<file path="src/rtl/irq_agg_pkg.sv">
package irq_agg_pkg;
  localparam int CODE_W    = 3;
  localparam int STAT_W    = 32;
  localparam int CODE_BASE = 8;

  typedef enum logic [CODE_W-1:0] {
    SRC_NONE  = 3'd0,
    SRC_RXLS  = 3'd1,
    SRC_RXTMO = 3'd2,
    SRC_TXE   = 3'd3,
    SRC_MDM   = 3'd4,
    SRC_RSVD  = 3'd5,
    SRC_GPIO  = 3'd6,
    SRC_TMR   = 3'd7
  } src_code_e;
endpackage

</file>
<file path="src/rtl/irq_src_latch.sv">
module irq_src_latch (
  input  logic clk,
  input  logic rst_n,
  input  logic set_i,
  input  logic clr_i,
  output logic q_o
);
  // set has precedence so no event is lost against an acknowledge
  always_ff @(posedge clk or negedge rst_n) begin
    if (!rst_n)     q_o <= 1'b0;
    else if (set_i) q_o <= 1'b1;
    else if (clr_i) q_o <= 1'b0;
  end

  p_set_wins_r11: assert property (@(posedge clk) disable iff (!rst_n)
    (set_i && clr_i) |=> q_o);
  p_set_next_r12: assert property (@(posedge clk) disable iff (!rst_n)
    set_i |=> q_o);
  p_clr_drop_r6: assert property (@(posedge clk) disable iff (!rst_n)
    (clr_i && !set_i) |=> !q_o);
  p_hold_r6: assert property (@(posedge clk) disable iff (!rst_n)
    (!clr_i && !set_i) |=> $stable(q_o));
endmodule

</file>
<file path="src/rtl/irq_dev_unit.sv">
module irq_dev_unit (
  input  logic clk,
  input  logic rst_n,
  input  logic tmr_evt_i,
  input  logic gpio_evt_i,
  input  logic tmr_rd_i,
  input  logic gpio_rd_i,
  output logic tmr_q_o,
  output logic gpio_q_o
);
  irq_src_latch u_tmr (
    .clk(clk), .rst_n(rst_n), .set_i(tmr_evt_i), .clr_i(tmr_rd_i), .q_o(tmr_q_o)
  );
  irq_src_latch u_gpio (
    .clk(clk), .rst_n(rst_n), .set_i(gpio_evt_i), .clr_i(gpio_rd_i), .q_o(gpio_q_o)
  );
endmodule

</file>
<file path="src/rtl/irq_chan_unit.sv">
module irq_chan_unit
  import irq_agg_pkg::*;
#(
  parameter bit HAS_DEV = 1'b0
) (
  input  logic              clk,
  input  logic              rst_n,
  input  logic              rx_at_trig_i,
  input  logic              rx_tmo_pulse_i,
  input  logic              ln_err_pulse_i,
  input  logic              tx_empty_pulse_i,
  input  logic              mdm_delta_pulse_i,
  input  logic              flow_char_pulse_i,
  input  logic              ln_stat_rd_i,
  input  logic              int_stat_rd_i,
  input  logic              mdm_stat_rd_i,
  input  logic              dev_gpio_i,
  input  logic              dev_tmr_i,
  output logic [CODE_W-1:0] code_o,
  output logic              pend_o
);
  logic rx_lvl_q;
  logic ls_q, tmo_q, txe_q, mdm_q, fch_q;
  logic gpio_src, tmr_src;
  logic tmo_clr;

  always_ff @(posedge clk or negedge rst_n) begin
    if (!rst_n) rx_lvl_q <= 1'b0;
    else        rx_lvl_q <= rx_at_trig_i;
  end

  // time-out is acknowledged only by the FIFO level falling below trigger
  assign tmo_clr = rx_lvl_q & ~rx_at_trig_i;

  irq_src_latch u_ls (
    .clk(clk), .rst_n(rst_n), .set_i(ln_err_pulse_i), .clr_i(ln_stat_rd_i), .q_o(ls_q)
  );
  irq_src_latch u_tmo (
    .clk(clk), .rst_n(rst_n), .set_i(rx_tmo_pulse_i), .clr_i(tmo_clr), .q_o(tmo_q)
  );
  irq_src_latch u_txe (
    .clk(clk), .rst_n(rst_n), .set_i(tx_empty_pulse_i), .clr_i(int_stat_rd_i), .q_o(txe_q)
  );
  irq_src_latch u_mdm (
    .clk(clk), .rst_n(rst_n), .set_i(mdm_delta_pulse_i), .clr_i(mdm_stat_rd_i), .q_o(mdm_q)
  );
  irq_src_latch u_fch (
    .clk(clk), .rst_n(rst_n), .set_i(flow_char_pulse_i), .clr_i(int_stat_rd_i), .q_o(fch_q)
  );

  generate
    if (HAS_DEV) begin : g_dev
      assign gpio_src = dev_gpio_i;
      assign tmr_src  = dev_tmr_i;
    end else begin : g_nodev
      assign gpio_src = 1'b0 & dev_gpio_i;
      assign tmr_src  = 1'b0 & dev_tmr_i;
      p_no_dev_code_r8: assert property (@(posedge clk) disable iff (!rst_n)
        code_o < CODE_W'(SRC_RSVD));
    end
  endgenerate

  src_code_e code_sel;
  always_comb begin
    if (rx_lvl_q || ls_q)   code_sel = SRC_RXLS;
    else if (tmo_q)         code_sel = SRC_RXTMO;
    else if (txe_q)         code_sel = SRC_TXE;
    else if (mdm_q || fch_q) code_sel = SRC_MDM;
    else if (gpio_src)      code_sel = SRC_GPIO;
    else if (tmr_src)       code_sel = SRC_TMR;
    else                    code_sel = SRC_NONE;
  end

  assign code_o = code_sel;
  assign pend_o = rx_lvl_q | ls_q | tmo_q | txe_q | mdm_q | fch_q | gpio_src | tmr_src;

  p_pend_code_r10: assert property (@(posedge clk) disable iff (!rst_n)
    pend_o == (code_o != '0));
  p_rx_top_r9: assert property (@(posedge clk) disable iff (!rst_n)
    ls_q |-> code_o == CODE_W'(SRC_RXLS));
  p_tmo_clear_r5: assert property (@(posedge clk) disable iff (!rst_n)
    (rx_lvl_q && !rx_at_trig_i && !rx_tmo_pulse_i) |=> !tmo_q);
endmodule

</file>
<file path="src/rtl/uart_irq_aggregator.sv">
module uart_irq_aggregator
  import irq_agg_pkg::*;
#(
  parameter int NUM_CH = 4
) (
  input  logic              clk,
  input  logic              rst_n,
  input  logic [NUM_CH-1:0] rx_at_trig,
  input  logic [NUM_CH-1:0] rx_tmo_pulse,
  input  logic [NUM_CH-1:0] ln_err_pulse,
  input  logic [NUM_CH-1:0] tx_empty_pulse,
  input  logic [NUM_CH-1:0] mdm_delta_pulse,
  input  logic [NUM_CH-1:0] flow_char_pulse,
  input  logic [NUM_CH-1:0] ln_stat_rd,
  input  logic [NUM_CH-1:0] int_stat_rd,
  input  logic [NUM_CH-1:0] mdm_stat_rd,
  input  logic              tmr_evt_pulse,
  input  logic              gpio_evt_pulse,
  input  logic              tmr_ctl_rd,
  input  logic              gpio_lvl_rd,
  output logic [STAT_W-1:0] irq_stat,
  output logic              irq_o
);
  localparam int CODE_TOP = CODE_BASE + NUM_CH * CODE_W;

  logic              dev_tmr_q, dev_gpio_q;
  logic [NUM_CH-1:0] pend;
  logic [CODE_W-1:0] code [NUM_CH];

  irq_dev_unit u_dev (
    .clk(clk), .rst_n(rst_n),
    .tmr_evt_i(tmr_evt_pulse), .gpio_evt_i(gpio_evt_pulse),
    .tmr_rd_i(tmr_ctl_rd), .gpio_rd_i(gpio_lvl_rd),
    .tmr_q_o(dev_tmr_q), .gpio_q_o(dev_gpio_q)
  );

  generate
    for (genvar g = 0; g < NUM_CH; g++) begin : g_ch
      irq_chan_unit #(.HAS_DEV(g == 0)) u_ch (
        .clk(clk), .rst_n(rst_n),
        .rx_at_trig_i(rx_at_trig[g]),
        .rx_tmo_pulse_i(rx_tmo_pulse[g]),
        .ln_err_pulse_i(ln_err_pulse[g]),
        .tx_empty_pulse_i(tx_empty_pulse[g]),
        .mdm_delta_pulse_i(mdm_delta_pulse[g]),
        .flow_char_pulse_i(flow_char_pulse[g]),
        .ln_stat_rd_i(ln_stat_rd[g]),
        .int_stat_rd_i(int_stat_rd[g]),
        .mdm_stat_rd_i(mdm_stat_rd[g]),
        .dev_gpio_i(dev_gpio_q),
        .dev_tmr_i(dev_tmr_q),
        .code_o(code[g]),
        .pend_o(pend[g])
      );
    end
  endgenerate

  always_comb begin
    irq_stat = '0;
    for (int c = 0; c < NUM_CH; c++) begin
      irq_stat[c] = pend[c];
      irq_stat[CODE_BASE + c*CODE_W +: CODE_W] = code[c];
    end
  end

  assign irq_o = |pend;

  p_rsvd_zero_r2: assert property (@(posedge clk) disable iff (!rst_n)
    (irq_stat[7:NUM_CH] == '0) && (irq_stat[STAT_W-1:CODE_TOP] == '0));
  p_irq_or_r10: assert property (@(posedge clk) disable iff (!rst_n)
    irq_o == (irq_stat[CODE_TOP-1:CODE_BASE] != '0));
endmodule

</file>
<file path="config.mk">
export PLATFORM = sky130hd
export DESIGN_NAME = uart_irq_aggregator
export DESIGN_NICKNAME = d
export VERILOG_FILES = /design/src/rtl/irq_agg_pkg.sv /design/src/rtl/irq_src_latch.sv /design/src/rtl/irq_dev_unit.sv /design/src/rtl/irq_chan_unit.sv /design/src/rtl/uart_irq_aggregator.sv
export SDC_FILE = /design/constraint.sdc
export NUM_CORES = 1
export LEC_CHECK = 0
export ABC_CLOCK_PERIOD_IN_PS = 1360
export BUFFER_PORTS_ARGS = -buffer_cell sky130_fd_sc_hd__buf_2
export CAP_MARGIN = 20
export CELL_PAD_IN_SITES_DETAIL_PLACEMENT = 1
export CELL_PAD_IN_SITES_GLOBAL_PLACEMENT = 2
export CORE_MARGIN = 5
export CORE_UTILIZATION = 21
export DETAILED_ROUTE_END_ITERATION = 16
export GPL_ROUTABILITY_DRIVEN = 0
export PLACE_DENSITY_LB_ADDON = 0.15
export SETUP_SLACK_MARGIN = 0.5
export SLEW_MARGIN = 20
export SYNTH_ARGS = -nofsm -noshare
export SYNTH_HDL_FRONTEND = slang
export SYNTH_SLANG_ARGS = --single-unit
</file>
<file path="constraint.sdc">
create_clock -name clk -period 1.36 [get_ports clk]
set_input_delay 0.204 -clock clk [delete_from_list [all_inputs] [get_ports clk]]
set_output_delay 0.204 -clock clk [all_outputs]
set_load 0.01 [all_outputs]
</file>
==> results of run 1 <==
cells in the mapped netlist, types with 3 or more instances:
cell and n:
nand3_1 3, buf_4 20, inv_1 17, nand2b_1 4
nor2_1 14, a21o_1 20, dfrtp_1 26, o21ai_0 5
nor3_1 3, nand2_1 4
repair_timing:
item | 4_1_cts | 5_1_grt
resized for setup | 28 | 26
pin swaps | 13 | 15
endpoints found under the hold margin | 26 | 26
setup buffers | 9 | 3
setup endpoints to repair | 17 | 24
sequential cells by signal, indices dropped and copies added (netlist names):
name / flops
g_ch.u_ch.rx_lvl_q: 4
g_ch.u_ch.u_fch.q_o: 4
g_ch.u_ch.u_ls.q_o: 4
g_ch.u_ch.u_mdm.q_o: 4
g_ch.u_ch.u_tmo.q_o: 4
g_ch.u_ch.u_txe.q_o: 4
u_dev.u_gpio.q_o: 1
u_dev.u_tmr.q_o: 1
cell usage in the layout (no fill, tap or decap), types with 2 or more instances in the layout:
cell	instances
nor3_2	2
buf_2	53
o21ai_2	4
conb_1	16
nor2_2	9
nand2_2	2
buf_4	23
dfrtp_1	26
buf_6	27
a21o_1	20
clkbuf_8	4
nand3_2	4
nand2b_1	3
inv_1	16
nor2_4	7
report_power, final:
part           leakage [nW]  total (mW)  internal (mW)  switching, mW
Clock                0.0288       0.500          0.259          0.241
Sequential            0.280       0.870          0.823         0.0468
Combinational         0.828       0.368          0.210          0.158
Total                  1.14        1.74           1.29          0.446
area by class of cell:
cell class                 count  area (um^2)
multi-input combinational     78          588
timing repair buffer         103          742
inverter                      17         63.8
sequential                    26          651
tap                           75         93.8
clock buffer                   4         55.1
fill                         707         3690
per-layer routing:
metal | vias to the layer above | wire length, um
met1 | 549 | 1340
met2 | 42 | 1980
met5 | - | 0
li1 | 575 | -
met3 | 5 | 307
met4 | 0 | 34
final timing paths:
path | start | end | slack (ps) | cells after the start
hold reg to reg | g_ch[1].u_ch.u_mdm.q_o | g_ch[1].u_ch.u_mdm.q_o | 520 | 1
max in group asynchronous | rst_n | g_ch[0].u_ch.u_ls.q_o | 1020 | 1
setup reg to reg | g_ch[1].u_ch.rx_lvl_q | g_ch[1].u_ch.u_tmo.q_o | 330 | 5
min in group clk | rx_at_trig[3] | g_ch[3].u_ch.rx_lvl_q | 50 | 1
hold / removal | rst_n | g_ch[3].u_ch.u_ls.q_o | -70 | 1
setup / recovery | g_ch[2].u_ch.u_mdm.q_o | irq_o | -540 | 4
metrics by stage:
step	hold slack (ps)	utilization, %
6_report	-65.3	37.3
3_5_place_dp	257	31.1
3_3_place_gp	250	31.1
2_1_floorplan	-91.6	-
4_1_cts	-49.1	35.0
5_1_grt	-25.9	37.3
cell families (layout without fill, tap and decap cells):
logic type | Yosys count | count (layout) | share of synthesized area [%]
DFF | 26 | 26 | 51.8
buffers and inverters | 37 | 124 | 17.0
other | 1 | 16 | 0.299
and+or+nand+nor | 33 | 33 | 14.5
AOI/OAI and AO/OA | 29 | 29 | 16.3
==> impl_metrics.env, run 1 <==
export IMPL_status="complete, but fails checks"
export IMPL_violations="hold timing, setup timing"
export IMPL_area_growth_pct=74.6
export IMPL_dieArea_um2=7630
export IMPL_hold_ws_ps=-65.3
export IMPL_crit_buf_inv=1
export IMPL_drc_errors=0
export IMPL_yosysTopAreaCellShare_pct=51.8
export IMPL_nets=271
export IMPL_grt_max_degree=27
export IMPL_root_buffer="clkbuf_8"
export IMPL_drtIter0Drc=17
export IMPL_top_usage_layer="met2"
export IMPL_drv_cap=0
export IMPL_clkLatencyLatePin_ps=270
export IMPL_slew_headroom_pct=58.7
export IMPL_hp_class="in -> async"
export IMPL_endpoint_kind="primary output"
export IMPL_ys_types=20
export IMPL_path_cells="nor2_2 > nand3_2 > or4_4 > buf_2"
export IMPL_grtUsageTotal_pct=9.58
export IMPL_portBuffers=58
export IMPL_rows=28
export IMPL_initial_core_util_pct=21.3
export IMPL_vias=1171
export IMPL_cp_start_kind="flip-flop"
export IMPL_grt_pass1_vias=1273
export IMPL_yosysTopAreaCell="dfrtp_1"
export IMPL_cts_buffers=3
export IMPL_gr_total_overflow=0
export IMPL_met2_usage_pct=18.0
export IMPL_htreeDepth=1
export IMPL_required_ps=1160
export IMPL_p_per_area_nw_per_um2=792
export IMPL_critical_path_arrival_ps=1700
export IMPL_setup_tns_ps=-1770
export IMPL_final_cell_area_um2=2190
export IMPL_max_stage_delay_ps=520
export IMPL_finClkSkew_ps=0.690
export IMPL_synth_edf_count=0
export IMPL_diodes=0
export IMPL_drive_gt1_share_pct=62.7
export IMPL_finalCritPeriodShare_pct=140
export IMPL_grt_pass1_wl_um=5640
export IMPL_die_h_um=87.3
export IMPL_cp_max_fo=2
export IMPL_ys_seq_area_share_pct=51.8
export IMPL_p_leak_nw=1.14
export IMPL_clock_sinks=26
export IMPL_power_mw=1.74
export IMPL_placed_cells=287
export IMPL_synth_area_top_cells="dfrtp_1 (52%), a21o_1 (12%), buf_4 (12%)"
export IMPL_final_cells=303
export IMPL_rsz0062_at_grt="yes"
export IMPL_crit_path_top_delay_cell="or4_4"
export IMPL_antenna_found_initial=0
export IMPL_hold_viol_final=26
export IMPL_avgSynthCellArea_um2=9.97
export IMPL_max_vdd_ir_drop_uv=450
export IMPL_synth_ff_type="dfrtp_1"
export IMPL_core_area_um2=5890
export IMPL_path_class="reg -> out"
export IMPL_num_io_pins=75
export IMPL_tritoncts="yes"
export IMPL_use_met1_pct=10.0
export IMPL_placed_area_um2=1830
export IMPL_syn_inst=126
export IMPL_clk_path_buf_depth=2
export IMPL_die_x_um=87.3
export IMPL_drv_slew=0
export IMPL_via_per_inst=3.86
export IMPL_firstDrtPassIters=4
export IMPL_final_min_clock_period_ps=1900
export IMPL_ys_async_sr_fraction_pct=100
export IMPL_grt_use_met3_pct=3.31
export IMPL_path_clk_slew_ps=90
export IMPL_drt_wl_total_um=3670
export IMPL_setup_ws_ps=-542
export IMPL_worst_pin_slew_ps=620
export IMPL_ys_ff_latch=26
export IMPL_ant_nets=0
export IMPL_yosys_warnings=0
export IMPL_cpLargestDelayFamily="simple AND/OR/NAND/NOR gates"
export IMPL_setup_viol=15
export IMPL_syn_area_um2=1260
export IMPL_max_freq_mhz=526
export IMPL_dpl_hpwl_um=2930
export IMPL_dp_slack_ps=-215
export IMPL_avgRoutedWirePerCell_um=12.1
Note: power is estimated with default switching activity, not from simulation.
==> run 2: changes to the inputs <==
--- a/config.mk
+++ b/config.mk
@@ -13,10 +13,10 @@
 export CORE_MARGIN = 5
 export CORE_UTILIZATION = 21
 export DETAILED_ROUTE_END_ITERATION = 16
-export GPL_ROUTABILITY_DRIVEN = 0
 export PLACE_DENSITY_LB_ADDON = 0.15
 export SETUP_SLACK_MARGIN = 0.5
 export SLEW_MARGIN = 20
 export SYNTH_ARGS = -nofsm -noshare
 export SYNTH_HDL_FRONTEND = slang
+export SYNTH_HIERARCHICAL = 1
 export SYNTH_SLANG_ARGS = --single-unit
==> impl_metrics.env, run 2 <==
export IMPL_gp_congestion=0.746
export IMPL_drtIter0Drc=8
export IMPL_path_cells="nor4_4 > nand2_1 > or4_4 > buf_6"
export IMPL_yosysTopAreaCellShare_pct=51.7
export IMPL_slew_headroom_pct=60.8
export IMPL_max_stage_delay_ps=540
export IMPL_finClkSkew_ps=0.482
export IMPL_top_usage_layer="met2"
export IMPL_use_met1_pct=11.8
export IMPL_p_comb_share_pct=20.8
export IMPL_drive_gt1_share_pct=56.1
export IMPL_regToRegStartpoint="g_ch[3].u_ch/rx_lvl_q"
export IMPL_clkLatencyLatePin_ps=260
export IMPL_cp_max_fo=2
export IMPL_avgSynthCellArea_um2=9.82
export IMPL_p_switching_mw=0.420
export IMPL_ys_seq_area_share_pct=51.7
export IMPL_p_clk_share_pct=25.7
export IMPL_drt_wl_total_um=3500
export IMPL_crit_buf_inv=1
export IMPL_hold_viol_final=26
export IMPL_endpoint_kind="primary output"
export IMPL_clk_path_buf_depth=2
export IMPL_grt_pass1_wl_um=5870
export IMPL_yosys_warnings=6
export IMPL_startpoint="g_ch[2].u_ch/u_txe/q_o"
export IMPL_portBuffers=58
export IMPL_path_class="reg -> out"
export IMPL_cp_start_kind="flip-flop"
export IMPL_tritoncts="yes"
export IMPL_initial_core_util_pct=21.4
export IMPL_yosysTopAreaCell="dfrtp_1"
export IMPL_required_ps=1160
export IMPL_ys_ff_latch=26
export IMPL_final_cells=298
export IMPL_clock_sinks=26
export IMPL_area_growth_pct=67.3
export IMPL_final_min_clock_period_ps=1970
export IMPL_p_per_area_nw_per_um2=772
export IMPL_final_common_cell="buf_2"
export IMPL_nFillCells=710
export IMPL_hold_ws_ps=-66.1
export IMPL_synth_most_common_cell="dfrtp_1"
export IMPL_core_area_um2=5890
export IMPL_swShare_pct=25.9
export IMPL_ys_async_sr_fraction_pct=100
export IMPL_internal_power_mw=1.20
export IMPL_crit_path_top_delay_cell="or4_4"
export IMPL_setup_tns_ps=-2440
export IMPL_rsz0062_at_grt="yes"
export IMPL_p_leak_nw=1.11
export IMPL_rows=28
export IMPL_met2_usage_pct=16.5
export IMPL_gr_total_overflow=0
export IMPL_diodes=0
export IMPL_setup_viol=13
export IMPL_cts_buffers=3
export IMPL_cpLargestDelayFamily="simple AND/OR/NAND/NOR gates"
export IMPL_final_util_pct=35.7
export IMPL_syn_area_um2=1260
export IMPL_root_buffer="clkbuf_8"
export IMPL_max_vdd_ir_drop_uv=367
export IMPL_drc_errors=0
export IMPL_grt_use_met3_pct=3.78
export IMPL_syn_inst=128
export IMPL_setup_ws_ps=-605
export IMPL_ys_types=17
export IMPL_status="complete, but fails checks"
export IMPL_final_cell_mix="buf_2 (53), dfrtp_1 (25), inv_1 (24)"
export IMPL_avgRoutedWirePerCell_um=11.7
export IMPL_htreeDepth=1
export IMPL_via_per_inst=3.81
export IMPL_dieArea_um2=7640
export IMPL_synth_area_top_cells="dfrtp_1 (52%), a21o_1 (13%), buf_4 (9.6%)"
export IMPL_grtUsageTotal_pct=9.61
export IMPL_grt_max_degree=27
export IMPL_hp_class="in -> async"
export IMPL_synth_ff_type="dfrtp_1"
export IMPL_num_io_pins=75
export IMPL_ant_nets=0
export IMPL_synth_edf_count=0
export IMPL_drv_cap=0
export IMPL_placed_area_um2=1820
export IMPL_p_seq_share_pct=53.5
export IMPL_firstDrtPassIters=3
export IMPL_final_cell_area_um2=2100
export IMPL_vias=1135
export IMPL_violations="hold timing, setup timing"
export IMPL_antenna_found_initial=0
export IMPL_finalCritPeriodShare_pct=144
export IMPL_nets=267
export IMPL_dpl_hpwl_um=2970
export IMPL_grt_pass1_vias=1295
export IMPL_die_h_um=87.4
export IMPL_critical_path_arrival_ps=1760
export IMPL_placed_cells=289
export IMPL_worst_pin_slew_ps=587
export IMPL_max_freq_mhz=509
export IMPL_die_x_um=87.4
export IMPL_drv_slew=0
export IMPL_synth_commonest_cells="dfrtp_1 (26), inv_1 (25), a21o_1 (22)"
export IMPL_path_clk_slew_ps=80
[run 2: cell type report]
cell class,count,area [um^2],share of cell area [%]
timing repair buffer,93,629,29.9
inverter,25,93.8,4.46
multi-input combinational,76,593,28.2
sequential,26,652,31.0
tap,75,93.8,4.46
clock buffer,3,41.3,1.96
[run 2: path summary, 6_finish.rpt]
path / end / slack, ps / depth (start not counted)
min in group clk: g_ch[0].u_ch/rx_lvl_q / 70 / 1
worst max-delay path: irq_o / -610 / 4
max in group asynchronous: g_ch[2].u_ch/rx_lvl_q / 1000 / 1
worst min register to register: g_ch[2].u_ch/u_mdm/q_o / 510 / 1
worst min-delay path: g_ch[1].u_ch/rx_lvl_q / -70 / 1
worst max register to register: g_ch[3].u_ch/u_tmo/q_o / 410 / 4
[run 2: cell families after synthesis]
group	count (synthesis)	synth area share, %
flip-flops	26	51.7
other	1	0.298
buffers and inverters	41	17.0
AO/OA/AOI/OAI	32	17.9
AND/OR/NAND/NOR	28	13.0
[run 2: worst reg2reg max path: stages, from the launching register on]
cell,delay [ps]
dfrtp_1,410
buf_6,130
nor2b_2,120
inv_1,40
a21o_1,150
[run 2: timing repair]
action	4_1_cts	5_1_grt
hold endpoints to repair	26	26
gates resized for setup	21	24
endpoints found under the setup margin	18	20
buffers inserted	2	4
pin swaps	7	10
cloned	0	0
[run 2: power by group through the flow]
stage / combinational [mW] / sequential (mW) / clock (mW)
CTS: 0.317 / 0.862 / 0.458
detailed placement: 0.296 / 0.874 / 0
finish: 0.338 / 0.868 / 0.418
global route: 0.379 / 0.875 / 0.502
global placement: 0.288 / 0.871 / 0
floorplan: 0.138 / 0.875 / 0
[run 2: layer usage]
metal / part of all wire (%) / up-vias
met3: 10 / 2
li1: - / 563
met4: 0.40 / 0
met1: 39 / 523
met5: 0 / -
met2: 50 / 47
[run 2: stage by stage]
| step | worst slack [ps] | power, mW | hold WS, ps |
|---|---|---|---|
| after floorplan | -204 | 1.01 | -91.6 |
| after global placement | -312 | 1.16 | 239 |
| after detailed placement | -350 | 1.17 | 254 |
| after CTS | -653 | 1.64 | -41.5 |
| after global routing | -704 | 1.76 | -16.6 |
| final | -605 | 1.62 | -66.1 |
==> run 3: changes to the inputs <==
--- a/config.mk
+++ b/config.mk
@@ -13,7 +13,7 @@
 export CORE_MARGIN = 5
 export CORE_UTILIZATION = 21
 export DETAILED_ROUTE_END_ITERATION = 16
-export PLACE_DENSITY_LB_ADDON = 0.15
+export PLACE_DENSITY_LB_ADDON = 0.1
 export SETUP_SLACK_MARGIN = 0.5
 export SLEW_MARGIN = 20
 export SYNTH_ARGS = -nofsm -noshare
==> impl_metrics.env, run 3 (same netlist as run 2, synthesis figures left out) <==
export IMPL_finalCritPeriodShare_pct=145
export IMPL_final_cells=298
export IMPL_drtIter0Drc=18
export IMPL_clk_path_buf_depth=2
export IMPL_ff2ff_path_depth=4
export IMPL_p_per_area_nw_per_um2=776
export IMPL_r2r_setup_slack_ps=340
export IMPL_num_io_pins=75
export IMPL_via_per_inst=3.87
export IMPL_final_min_clock_period_ps=1970
export IMPL_drv_cap=0
export IMPL_slew_headroom_pct=59.7
export IMPL_setup_viol=14
export IMPL_grt_pass1_wl_um=5780
export IMPL_portBuffers=58
export IMPL_clkLatencyLatePin_ps=260
export IMPL_max_stage_delay_ps=530
export IMPL_die_x_um=87.4
export IMPL_drive_gt1_share_pct=55.6
export IMPL_final_cell_mix="buf_2 (51), dfrtp_1 (26), buf_6 (25)"
export IMPL_initial_core_util_pct=21.4
export IMPL_max_vdd_ir_drop_uv=314
export IMPL_clock_sinks=26
export IMPL_rows=28
export IMPL_endpoint_kind="primary output"
export IMPL_final_common_cell="buf_2"
export IMPL_dieArea_um2=7640
export IMPL_cpLargestDelayFamily="simple AND/OR/NAND/NOR gates"
export IMPL_worst_path_stages=4
export IMPL_final_util_pct=36.1
export IMPL_core_area_um2=5890
export IMPL_antenna_found_initial=0
export IMPL_finClkSkew_ps=1.06
export IMPL_drt_wl_total_um=3560
export IMPL_cp_max_fo=2
export IMPL_multiInputGateArea_um2=582
export IMPL_nets=267
export IMPL_p_clk_share_pct=26.1
export IMPL_drc_errors=0
export IMPL_firstDrtPassIters=3
export IMPL_seq_area_um2=651
export IMPL_root_buffer="clkbuf_8"
export IMPL_dpl_hpwl_um=2850
export IMPL_path_class="reg -> out"
export IMPL_tritoncts="yes"
export IMPL_crit_path_top_delay_cell="or4_4"
export IMPL_grt_max_degree=27
export IMPL_avgRoutedWirePerCell_um=12.0
export IMPL_p_leak_nw=1.12
export IMPL_gr_total_overflow=0
export IMPL_setup_ws_ps=-607
export IMPL_hold_viol_final=26
export IMPL_grtUsageTotal_pct=9.51
export IMPL_max_freq_mhz=508
export IMPL_crit_end="irq_o"
export IMPL_drv_slew=0
export IMPL_critical_path_arrival_ps=1760
export IMPL_p_switching_mw=0.434
export IMPL_required_ps=1160
export IMPL_nFillCells=702
export IMPL_diodes=0
export IMPL_status="complete, but fails checks"
export IMPL_ant_nets=0
export IMPL_vias=1154
export IMPL_p_seq_share_pct=52.8
export IMPL_hold_ws_ps=-64.2
export IMPL_regToRegStartpoint="g_ch[2].u_ch/u_txe/q_o"
export IMPL_swShare_pct=26.4
export IMPL_gp_congestion=0.720
export IMPL_crit_buf_inv=1
export IMPL_p_comb_share_pct=21.1
export IMPL_internal_power_mw=1.21
export IMPL_timing_rr_end="g_ch[2].u_ch/u_txe/q_o"
export IMPL_cts_buffers=3
export IMPL_area_growth_pct=69.1
export IMPL_grt_pass1_vias=1291
export IMPL_hp_class="in -> async"
export IMPL_path_clk_slew_ps=80
export IMPL_htreeDepth=1
export IMPL_cp_start_kind="flip-flop"
export IMPL_path_cells="nor4_4 > nand2_1 > or4_4 > buf_6"
export IMPL_rsz0062_at_grt="yes"
export IMPL_violations="hold timing, setup timing"
export IMPL_worst_pin_slew_ps=604
export IMPL_die_h_um=87.4
export IMPL_startpoint="g_ch[2].u_ch/u_txe/q_o"
export IMPL_placed_cells=289
[run 3: timing repair]
action,CTS,global route
endpoints found under the setup margin,19,23
endpoints found under the hold margin,26,26
buffers inserted,2,4
resized for setup,24,27
pin swaps,5,11
[run 3: layout make-up]
type / count / area share [%]
clock buffers: 3 / 1.94
inverters: 25 / 4.41
multi-input cells: 76 / 27.4
flip-flops and latches: 26 / 30.6
well taps: 75 / 4.41
repair buffers: 93 / 31.3
[run 3: stage by stage]
step | total power, mW | TNS [ps] | cell area [um^2] | setup WS, ps
2_1_floorplan | 1.01 | -204 | 1340 | -204
6_report | 1.65 | -2670 | 2130 | -607
4_1_cts | 1.65 | -2720 | 1990 | -622
3_3_place_gp | 1.16 | -304 | 1820 | -304
5_1_grt | 1.75 | -3890 | 2130 | -714
3_5_place_dp | 1.16 | -359 | 1820 | -359
[run 3: worst register-to-register path, stage by stage, from the launching register on]
cell     delay [ps]
dfrtp_1         430
buf_6           130
buf_6           100
buf_6           110
a21o_1          150
[run 3: power groups by stage]
| stage | logic [mW] | clock network [mW] | registers (mW) |
|---|---|---|---|
| 2_1_floorplan | 0.138 | 0 | 0.875 |
| 3_3_place_gp | 0.286 | 0 | 0.870 |
| 3_5_place_dp | 0.292 | 0 | 0.873 |
| 4_1_cts | 0.321 | 0.463 | 0.863 |
| 5_1_grt | 0.390 | 0.483 | 0.878 |
| 6_report | 0.348 | 0.430 | 0.870 |
[run 3: how the worst min path moves through the flow]
stage                     start                endpoint
final                     rst_n  g_ch[1].u_ch/u_txe/q_o
after global routing      rst_n  g_ch[1].u_ch/u_txe/q_o
after CTS                 rst_n        u_dev/u_gpio/q_o
after detailed placement  rst_n  g_ch[1].u_ch/u_txe/q_o
after global placement    rst_n  g_ch[1].u_ch/u_txe/q_o
after floorplan           rst_n   g_ch[0].u_ch/rx_lvl_q
[run 3: metal layers]
layer / up-vias / GRT usage, % / wire length (um)
li1: 567 / - / -
met1: 544 / 11.0 / 1360
met2: 41 / 16.6 / 1870
met3: 2 / 3.41 / 304
met4: 0 / 2.51 / 30
met5: - / 0 / 0
